## src/rtl/evt_stamp_pkg.sv

```systemverilog
package evt_stamp_pkg;

  localparam int REG_W = 16;
  localparam int RA_W  = 3;

  typedef struct packed {
    logic [31:0] sec;
    logic [31:0] nsec;
    logic [15:0] seq;
    logic [3:0]  mtype;
    logic        is_tx;
  } stamp_t;

  localparam int STAMP_W = $bits(stamp_t);

  localparam logic [RA_W-1:0] RA_STATUS = 3'd0;
  localparam logic [RA_W-1:0] RA_CTRL   = 3'd1;
  localparam logic [RA_W-1:0] RA_NS_LO  = 3'd2;
  localparam logic [RA_W-1:0] RA_NS_HI  = 3'd3;
  localparam logic [RA_W-1:0] RA_S_LO   = 3'd4;
  localparam logic [RA_W-1:0] RA_S_HI   = 3'd5;
  localparam logic [RA_W-1:0] RA_SEQ    = 3'd6;
  localparam logic [RA_W-1:0] RA_INFO   = 3'd7;

  typedef enum logic [1:0] {
    RD_IDLE = 2'd0,
    RD_HELD = 2'd1,
    RD_DONE = 2'd2
  } rd_state_e;

endpackage

```

## src/rtl/evt_stamp_fifo.sv

```systemverilog
module evt_stamp_fifo #(
  parameter int DEPTH = 8,
  parameter int WIDTH = 85
) (
  input  logic             clk,
  input  logic             rst,
  input  logic             push_i,
  input  logic [WIDTH-1:0] din_i,
  input  logic             pop_i,
  output logic [WIDTH-1:0] head_o,
  output logic             empty_o,
  output logic             ovf_o
);
  localparam int PTR_W = (DEPTH > 1) ? $clog2(DEPTH) : 1;
  localparam int CNT_W = $clog2(DEPTH + 1);
  localparam logic [PTR_W-1:0] LAST = PTR_W'(DEPTH - 1);
  localparam logic [CNT_W-1:0] FULL = CNT_W'(DEPTH);

  logic [WIDTH-1:0] mem [DEPTH];
  logic [PTR_W-1:0] wr_ptr, rd_ptr;
  logic [CNT_W-1:0] count;
  logic             ovf_q;
  logic             full, push_ok, pop_ok;

  assign full    = (count == FULL);
  assign push_ok = push_i && !full;
  assign pop_ok  = pop_i && (count != '0);

  always_ff @(posedge clk) begin
    if (push_ok) mem[wr_ptr] <= din_i;
  end

  assign head_o = mem[rd_ptr];

  always_ff @(posedge clk) begin
    if (rst) begin
      wr_ptr <= '0;
      rd_ptr <= '0;
      count  <= '0;
      ovf_q  <= 1'b0;
    end else begin
      if (push_ok) wr_ptr <= (wr_ptr == LAST) ? '0 : wr_ptr + 1'b1;
      if (pop_ok)  rd_ptr <= (rd_ptr == LAST) ? '0 : rd_ptr + 1'b1;
      case ({push_ok, pop_ok})
        2'b10:   count <= count + 1'b1;
        2'b01:   count <= count - 1'b1;
        default: count <= count;
      endcase
      if (push_i && full) ovf_q <= 1'b1;
    end
  end

  assign empty_o = (count == '0);
  assign ovf_o   = ovf_q;

  p_count_bound_r8: assert property (@(posedge clk) disable iff (rst)
    count <= FULL);
  p_drop_sets_ovf_r8: assert property (@(posedge clk) disable iff (rst)
    (push_i && count == FULL) |=> ovf_q);
  p_ovf_sticky_r8: assert property (@(posedge clk) disable iff (rst)
    $past(ovf_q) |-> ovf_q);
  p_pop_nonempty_r3: assert property (@(posedge clk) disable iff (rst)
    pop_i |-> (count != '0));
  p_pend_rise_r1: assert property (@(posedge clk) disable iff (rst)
    ((count != '0) && $past(count == '0)) |-> $past(push_i));

endmodule

```

## src/rtl/evt_stamp_readout.sv

```systemverilog
module evt_stamp_readout
  import evt_stamp_pkg::*;
(
  input  logic             clk,
  input  logic             rst,
  input  logic             wr_i,
  input  logic [RA_W-1:0]  addr_i,
  input  logic [REG_W-1:0] wdata_i,
  input  stamp_t           head_i,
  input  logic             empty_i,
  input  logic             ovf_i,
  output logic             pop_o,
  output logic [REG_W-1:0] rdata_o
);
  rd_state_e state;
  stamp_t    snap;
  logic      ctrl_wr;

  assign ctrl_wr = wr_i && (addr_i == RA_CTRL) && (wdata_i[REG_W-1:2] == '0);

  always_ff @(posedge clk) begin
    if (rst) begin
      state <= RD_IDLE;
      snap  <= '0;
    end else begin
      unique case (state)
        RD_IDLE: if (ctrl_wr && wdata_i[0] && !empty_i) begin
          snap  <= head_i;
          state <= RD_HELD;
        end
        RD_HELD: if (ctrl_wr && wdata_i[1]) state <= RD_DONE;
        RD_DONE: if (ctrl_wr && wdata_i[1:0] == 2'b00) state <= RD_IDLE;
        default: state <= RD_IDLE;
      endcase
    end
  end

  assign pop_o = (state == RD_HELD) && ctrl_wr && wdata_i[1];

  always_ff @(posedge clk) begin
    if (rst) begin
      rdata_o <= '0;
    end else begin
      unique case (addr_i)
        RA_STATUS: rdata_o <= {{(REG_W-3){1'b0}}, ovf_i, !empty_i, 1'b0};
        RA_NS_LO:  rdata_o <= snap.nsec[15:0];
        RA_NS_HI:  rdata_o <= snap.nsec[31:16];
        RA_S_LO:   rdata_o <= snap.sec[15:0];
        RA_S_HI:   rdata_o <= snap.sec[31:16];
        RA_SEQ:    rdata_o <= snap.seq;
        RA_INFO:   rdata_o <= {snap.mtype, snap.is_tx, 11'b0};
        default:   rdata_o <= '0;
      endcase
    end
  end

  p_snap_hold_r9: assert property (@(posedge clk) disable iff (rst)
    (state == RD_HELD && $past(state) == RD_HELD) |-> $stable(snap));
  p_held_nonempty_r2: assert property (@(posedge clk) disable iff (rst)
    (state == RD_HELD) |-> !empty_i);

endmodule

```

## src/rtl/evt_stamp_regs.sv

```systemverilog
module evt_stamp_regs
  import evt_stamp_pkg::*;
#(
  parameter int DEPTH = 8
) (
  input  logic             clk,
  input  logic             rst,
  input  logic             cap_valid_i,
  input  logic [31:0]      cap_sec_i,
  input  logic [31:0]      cap_nsec_i,
  input  logic [15:0]      cap_seq_i,
  input  logic [3:0]       cap_mtype_i,
  input  logic             cap_is_tx_i,
  input  logic             tx_cap_en_i,
  input  logic             tx_slice_en_i,
  input  logic             reg_wr_i,
  input  logic [RA_W-1:0]  reg_addr_i,
  input  logic [REG_W-1:0] reg_wdata_i,
  output logic [REG_W-1:0] reg_rdata_o,
  output logic             stamp_pending_o
);
  stamp_t cap_in, head;
  logic   accept, empty, ovf, pop;

  assign accept = cap_valid_i && (!cap_is_tx_i || (tx_cap_en_i && tx_slice_en_i));

  always_comb begin
    cap_in.sec   = cap_sec_i;
    cap_in.nsec  = cap_nsec_i;
    cap_in.seq   = cap_seq_i;
    cap_in.mtype = cap_mtype_i;
    cap_in.is_tx = cap_is_tx_i;
  end

  evt_stamp_fifo #(.DEPTH(DEPTH), .WIDTH(STAMP_W)) fifo_i (
    .clk     (clk),
    .rst     (rst),
    .push_i  (accept),
    .din_i   (cap_in),
    .pop_i   (pop),
    .head_o  (head),
    .empty_o (empty),
    .ovf_o   (ovf)
  );

  evt_stamp_readout rd_i (
    .clk     (clk),
    .rst     (rst),
    .wr_i    (reg_wr_i),
    .addr_i  (reg_addr_i),
    .wdata_i (reg_wdata_i),
    .head_i  (head),
    .empty_i (empty),
    .ovf_i   (ovf),
    .pop_o   (pop),
    .rdata_o (reg_rdata_o)
  );

  assign stamp_pending_o = !empty;

  p_tx_gate_r7: assert property (@(posedge clk) disable iff (rst)
    (cap_valid_i && cap_is_tx_i && !(tx_cap_en_i && tx_slice_en_i) && empty && !pop)
      |=> !stamp_pending_o);

endmodule

```

## config.mk

```make
export PLATFORM = sky130hd
export DESIGN_NAME = evt_stamp_regs
export DESIGN_NICKNAME = d
export VERILOG_FILES = /design/src/rtl/evt_stamp_pkg.sv /design/src/rtl/evt_stamp_fifo.sv /design/src/rtl/evt_stamp_readout.sv /design/src/rtl/evt_stamp_regs.sv
export SDC_FILE = /design/constraint.sdc
export NUM_CORES = 1
export LEC_CHECK = 0
export ABC_AREA = 1
export BUFFER_PORTS_ARGS = -buffer_cell sky130_fd_sc_hd__buf_2
export CAP_MARGIN = 10
export CORE_UTILIZATION = 40
export CTS_BUF_LIST = sky130_fd_sc_hd__clkbuf_4 sky130_fd_sc_hd__clkbuf_8 sky130_fd_sc_hd__clkbuf_16
export DETAILED_ROUTE_END_ITERATION = 16
export PLACE_DENSITY_LB_ADDON = 0.1
export SYNTH_ARGS = -nofsm -noshare
export SYNTH_HDL_FRONTEND = slang
export SYNTH_SLANG_ARGS = --single-unit
export TNS_END_PERCENT = 100
```

## constraint.sdc

```tcl
create_clock -name clk -period 4.9 [get_ports clk]
set_input_delay 0.245 -clock clk [delete_from_list [all_inputs] [get_ports clk]]
set_output_delay 0.245 -clock clk [all_outputs]
set_load 0.01 [all_outputs]
```

==> results.sh, run 1 <==
export IMPL_die_area_sq_mm=0.0801
export IMPL_worst_setup_path_start_kind="input pin"
export IMPL_die_w_um=283
export IMPL_final_hold_viol_count=0
export IMPL_p_total_mw=14.5
export IMPL_core_area_sq_mm=0.0778
export IMPL_grt_max_degree=239
export IMPL_setup_tns_ns=0
export IMPL_yosys_area_share_adder_pct=0.341
export IMPL_muxShareOfSynthArea_pct=0
export IMPL_wl_per_cell_um=20.2
export IMPL_nNetsFinal=3180
export IMPL_maxCapViolations=0
export IMPL_post_cts_buffers=0
export IMPL_yosysSeqAreaShare_pct=71.9
export IMPL_hp_class="in -> reg"
export IMPL_numCtsBuffers=84
export IMPL_ir_drop_v=0.000232
export IMPL_synth_top_area_share_pct=64.7
export IMPL_setup_viol_count_final=0
export IMPL_grt_pass1_wl_um=128000
export IMPL_grt_pass1_vias=20700
export IMPL_clkTransAtPathRegs_ns=0.06
export IMPL_final_max_slew_viol_count=164
export IMPL_slew_headroom_pct=-23.3
export IMPL_fin_skew_ns=0.0185
export IMPL_yosysWarnings=0
export IMPL_synthMostInstantiatedCell="nand2_1"
export IMPL_vias=21200
export IMPL_syn_instance_count=2897
export IMPL_drtIter0Drc=1669
export IMPL_min_path_cells=2
export IMPL_synth_flop_cell="edfxtp_1"
export IMPL_io_pins=127
export IMPL_critPathRequiredTime_ns=5.14
export IMPL_period_share_pct=61.6
export IMPL_syn_area_sq_mm=0.0316
export IMPL_gp_congestion=0.766
export IMPL_tightest_slew_ns=1.85
export IMPL_synth_seq_cells=794
export IMPL_powerDensity_mw_per_mm2=393
export IMPL_synth_top_family_by_area="simple AND/OR/NAND/NOR gates"
export IMPL_die_h_um=283
export IMPL_drc=0
export IMPL_violations="max-slew violations"
export IMPL_cp_arrival_ns=3.26
export IMPL_wirelength_um=84300
export IMPL_gr_usage_all_layers_pct=20.9
export IMPL_yosys_area_share_simple_pct=23.2
export IMPL_synth_area_top_cells="edfxtp_1, nand2_1, nand3_1, dfxtp_1, nor2_1"
export IMPL_period_needed_ns=3.02
export IMPL_status="complete, but fails checks"
export IMPL_endpoint_kind="flop"
export IMPL_vias_per_cell=5.08
export IMPL_fmax_mhz=331
export IMPL_yosys_top_cells_count="nand2_1, edfxtp_1, nand3_1"
export IMPL_drtPass1Iterations=5
export IMPL_yosysTopAreaCell="edfxtp_1"
export IMPL_cts_max_path_buffers=3
export IMPL_io_buffers=126
export IMPL_post_route_util_pct=47.5
export IMPL_ant_nets=0
export IMPL_post_dp_hpwl_um=42500
export IMPL_synth_distinct_cells=25
export IMPL_synth_compound_area_share_pct=0.963
export IMPL_cts_sinks=794
export IMPL_grt_ovfl_total=0
export IMPL_worstRegToRegCells=9
export IMPL_reg2reg_to="rd_i.snap[66]"
export IMPL_p_leak_nw=13.9
export IMPL_path_max_fanout=45
export IMPL_holdPathEnd="rd_i.rdata_o[3]"
export IMPL_crit_reg2reg_launch="fifo_i.rd_ptr[1]"
export IMPL_critPathKind="in -> reg"
export IMPL_cts_tree="done"
export IMPL_drive_above_1_share_pct=10.6
export IMPL_antenna_found_initial=5
export IMPL_grt_setup_unrepaired="false"
export IMPL_synthXorXnorAreaFrac_pct=0.0832
export IMPL_syn_num_nets=3015
export IMPL_root_buffer="clkbuf_16"
export IMPL_synthArstFlopShare_pct=0
export IMPL_min_from="rst"
export IMPL_worstSkewPairLatency_ns=0.63
export IMPL_start_util_pct=40.6
export IMPL_r2r_slack_ns=1.88
export IMPL_ctsHtreeMaxLevel=3
export IMPL_rows=102
export IMPL_synth_edff_count=680
export IMPL_syn_area_per_cell_sq_um=10.9
export IMPL_area_growth_pct=17.1
timing repair:
action,4_1_cts,5_1_grt
resized for setup,0,0
endpoints found under the hold margin,682,0
hold buffers,87,0
routing by layer:
metal | track usage, % | part of all wire, % | vias up
li1 | - | - | 10200
met1 | 28.7 | 45 | 10400
met2 | 34.3 | 48 | 530
met3 | 3.13 | 5.5 | 113
met4 | 5.98 | 2.0 | 8
met5 | 0 | 0.058 | -
layout by cell type (no fill, tap or decap), types with 2 or more instances in the layout:
cell type	count
nand2_1	998
edfxtp_1	680
nand3_1	522
nor2_1	214
buf_2	126
dfxtp_1	111
inv_1	101
clkbuf_16	87
dlygate4sd3_1	87
a21oi_1	29
buf_4	26
clkbuf_4	25
clkinv_2	12
clkbuf_8	12
o21ai_0	11
nand4_1	11
o21ai_1	10
nor2_4	9
ha_1	7
bufinv_16	7
inv_6	6
buf_12	6
a31oi_1	5
clkinv_1	4
nor3_2	3
inv_2	3
xnor2_1	3
clkinvlp_4	3
dfxtp_4	3
o211ai_1	2
per-stage QoR:
| stage | instance area [sq um] | hold slack [ns] | cells | setup slack, ns |
|---|---|---|---|---|
| after floorplan | 31600 | 0.344 | 2897 | -0.0578 |
| after global placement | 33200 | 0.450 | 3929 | 1.83 |
| after detailed placement | 33200 | 0.465 | 3929 | 1.83 |
| after CTS | 37000 | 0.0280 | 4173 | 1.83 |
| after global routing | 37000 | 0.0948 | 4174 | 1.65 |
| final | 37000 | 0.0510 | 4174 | 1.88 |
critical path, stage by stage:
cell and delay, ns:
dlygate4sd3_1 0.53, buf_2 0.18, a21boi_0 0.71, nand2_1 0.34, nor2_1 0.20, inv_1 0.19
nor2_4 0.13, buf_4 0.70
registers in the layout (all words and copies together) (netlist names):
signal,cells
fifo_i.count,4
fifo_i.mem,680
fifo_i.ovf_o,1
fifo_i.rd_ptr,3
fifo_i.wr_ptr,3
rd_i.rdata_o,16
rd_i.snap,85
rd_i.state,2
worst max-delay path by stage:
stage / start / endpoint / slack (ns) / cells past startpoint
after floorplan: tx_cap_en_i / fifo_i.mem[1][0] / -0.06 / 6
after global placement: fifo_i.rd_ptr[1] / rd_i.snap[66] / 1.83 / 9
after detailed placement: fifo_i.rd_ptr[1] / rd_i.snap[66] / 1.83 / 9
after CTS: fifo_i.rd_ptr[1] / rd_i.snap[66] / 1.83 / 9
after global routing: fifo_i.rd_ptr[1] / rd_i.snap[64] / 1.65 / 9
final: cap_is_tx_i / fifo_i.mem[3][52] / 1.88 / 8
final cells by class:
cell class	count	area, sq um
Fill cell	7158	40900
Inverter	107	415
Multi-Input combinational cell	1830	7830
Clock buffer	124	2530
Antenna cell	1	2.50
Tap cell	1040	1300
Sequential cell	794	22700
Timing Repair Buffer	245	1820
Clock inverter	33	378
cell families after synthesis:
family	count (synthesis)
fa+ha+maj	8
compound gates	58
buf+inv	273
simple gates	1761
xor+xnor	3
flops	794
report_power, final:
part	internal (mW)	switching (mW)	leakage (nW)
clock	3.97	2.61	1.46
sequential	7.45	0.0252	7.07
combinational	0.150	0.312	5.33
total	11.6	2.95	13.9
(Power assumes the default switching activity.)
==> inputs of run 2 (changes only) <==
==> constraint.sdc (replaced) <==
create_clock -name clk -period 2.43 [get_ports clk]
set_input_delay 0.1215 -clock clk [delete_from_list [all_inputs] [get_ports clk]]
set_output_delay 0.1215 -clock clk [all_outputs]
set_load 0.01 [all_outputs]
==> results.sh, run 2 (synthesized netlist as in run 1, its figures left out) <==
export IMPL_status="completed"
export IMPL_gr_usage_all_layers_pct=20.3
export IMPL_post_cts_buffers=0
export IMPL_setup_tns_ns=0
export IMPL_setup_ws_ns=0.275
export IMPL_grt_ovfl_total=0
export IMPL_ant_nets=0
export IMPL_period_share_pct=88.7
export IMPL_fmax_mhz=464
export IMPL_io_pins=127
export IMPL_die_area_sq_mm=0.0801
export IMPL_endpoint_kind="flop"
export IMPL_final_cell_mix="nand2_1, edfxtp_1, nand3_1"
export IMPL_cts_tree="done"
export IMPL_mostFrequentLayoutCell="nand2_1"
export IMPL_largest_reg_flops=680
export IMPL_r2r_slack_ns=0.28
export IMPL_cp_arrival_ns=2.71
export IMPL_ir_drop_v=0.000603
export IMPL_drtPass1Iterations=5
export IMPL_grt_pass1_vias=21000
export IMPL_fin_skew_ns=0.0163
export IMPL_vias=21200
export IMPL_reg2reg_to="fifo_i.count[3]"
export IMPL_grt_met1_usage_pct=28.3
export IMPL_drc=0
export IMPL_hp_class="in -> reg"
export IMPL_io_buffers=126
export IMPL_worstRegToRegCells=13
export IMPL_post_route_util_pct=48.3
export IMPL_drtIter0Drc=1411
export IMPL_dp_cells=3956
export IMPL_critPathKind="reg -> reg"
export IMPL_antenna_found_initial=4
export IMPL_post_dp_hpwl_um=44700
export IMPL_worstSkewPairLatency_ns=0.63
export IMPL_pre_cts_slack_ns=0.208
export IMPL_critPathLaunch="fifo_i.count[0]"
export IMPL_vias_per_cell=5.03
export IMPL_final_max_slew_viol_count=0
export IMPL_drive_above_1_share_pct=11.4
export IMPL_die_h_um=283
export IMPL_p_leak_nw=14.1
export IMPL_root_buffer="clkbuf_16"
export IMPL_setup_viol_count_final=0
export IMPL_grt_use_met2_pct=32.9
export IMPL_final_hold_viol_count=0
export IMPL_reg_top3="fifo_i.mem: 680 flops, rd_i.snap: 85 flops, rd_i.rdata_o: 16 flops"
export IMPL_wl_per_cell_um=19.3
export IMPL_nNetsFinal=3212
export IMPL_maxCapViolations=0
export IMPL_slew_headroom_pct=42.8
export IMPL_globalRouteMet3Util_pct=2.86
export IMPL_gp_congestion=0.825
export IMPL_tightest_slew_ns=0.858
export IMPL_cts_sinks=794
export IMPL_regMostFlops="fifo_i.mem"
export IMPL_cts_max_path_buffers=3
export IMPL_core_area_sq_mm=0.0778
export IMPL_powerDensity_mw_per_mm2=782
export IMPL_area_growth_pct=19.1
export IMPL_critPathRequiredTime_ns=2.99
export IMPL_clkTransAtPathRegs_ns=0.06
export IMPL_crit_reg2reg_launch="fifo_i.count[0]"
export IMPL_path_max_fanout=5
export IMPL_fill_cells=7057
export IMPL_busiest_layer="met2"
export IMPL_rows=102
export IMPL_ctsHtreeMaxLevel=3
export IMPL_wirelength_um=81100
export IMPL_cp_endpoint="fifo_i.count[3]"
export IMPL_worst_setup_path_start_kind="flop"
export IMPL_period_needed_ns=2.15
export IMPL_start_util_pct=40.6
export IMPL_grt_pass1_wl_um=125000
export IMPL_grt_max_degree=130
export IMPL_finalNonFillerCells=4209
export IMPL_grt_setup_unrepaired="false"
export IMPL_die_w_um=283
export IMPL_numCtsBuffers=85
## run 2: cell types whose count changed in the layout (fill, tap and decap cells not counted), moves of 4 or more
cell | previous run | this run
clkbuf_4 | 25 | 21
clkinv_1 | 4 | 14
clkinv_2 | 12 | 18
dlygate4sd3_1 | 87 | 91
clkbuf_8 | 12 | 4
bufinv_16 | 7 | 11
buf_12 | 6 | 33
## run 2: metal layers
layer,vias up,wire [um]
met5,-,27
met4,4,1650
met3,98,3500
met2,438,38400
met1,10400,37600
li1,10300,-
## run 2: worst min-delay path by stage
| stage | depth (start not counted) | to | slack [ns] | startpoint |
|---|---|---|---|---|
| finish | 6 | fifo_i.ovf_o | 0.08 | tx_slice_en_i |
| global route | 5 | fifo_i.ovf_o | 0.10 | cap_valid_i |
| CTS | 6 | fifo_i.ovf_o | 0.04 | tx_slice_en_i |
| detailed placement | 1 | fifo_i.mem[2][9] | 0.39 | cap_seq_i[4] |
| global placement | 1 | fifo_i.mem[6][52] | 0.38 | cap_nsec_i[31] |
| floorplan | 0 | fifo_i.mem[0][0] | 0.22 | cap_is_tx_i |
## run 2: through the flow
stage | total power, mW | area (sq um) | hold WS (ns)
after floorplan | 15.8 | 31700 | 0.220
after global placement | 16.2 | 33800 | 0.384
after detailed placement | 16.2 | 33800 | 0.390
after CTS | 29.7 | 37600 | 0.0442
after global routing | 30.3 | 37600 | 0.104
final | 29.4 | 37600 | 0.0799
## run 2: cell type report
| class | instances | area [sq um] | area share (%) |
|---|---|---|---|
| sequential | 794 | 22700 | 60.4 |
| multi-input combinational | 1830 | 7850 | 20.9 |
| clock buffer | 113 | 2410 | 6.42 |
| timing repair buffer | 276 | 2400 | 6.37 |
| tap | 1040 | 1300 | 3.46 |
| clock inverter | 47 | 518 | 1.38 |
| inverter | 107 | 415 | 1.10 |
| antenna | 2 | 5.00 | 0.0133 |
## run 2: power by group
group,switching [mW],internal [mW]
registers,0.0516,15.0
clock network,5.19,8.17
logic,0.644,0.330
total,5.88,23.5
## run 2: critical path, stage by stage (launching register included)
cell and delay [ns]:
dfxtp_2 0.35, nor2_2 0.16, nand2_1 0.08, nor2_2 0.13, nor2_1 0.05, nand3_1 0.10, inv_1 0.06, ha_1 0.26
ha_1 0.35, a21oi_1 0.14, nand2_1 0.08, xnor2_1 0.14, nand2_1 0.06, a21oi_1 0.12
## run 2: what timing repair did
action / CTS / global route
setup endpoints to repair: 0 / 1
hold endpoints to repair: 698 / 0
resized for setup: 0 / 1
hold buffers: 91 / 0
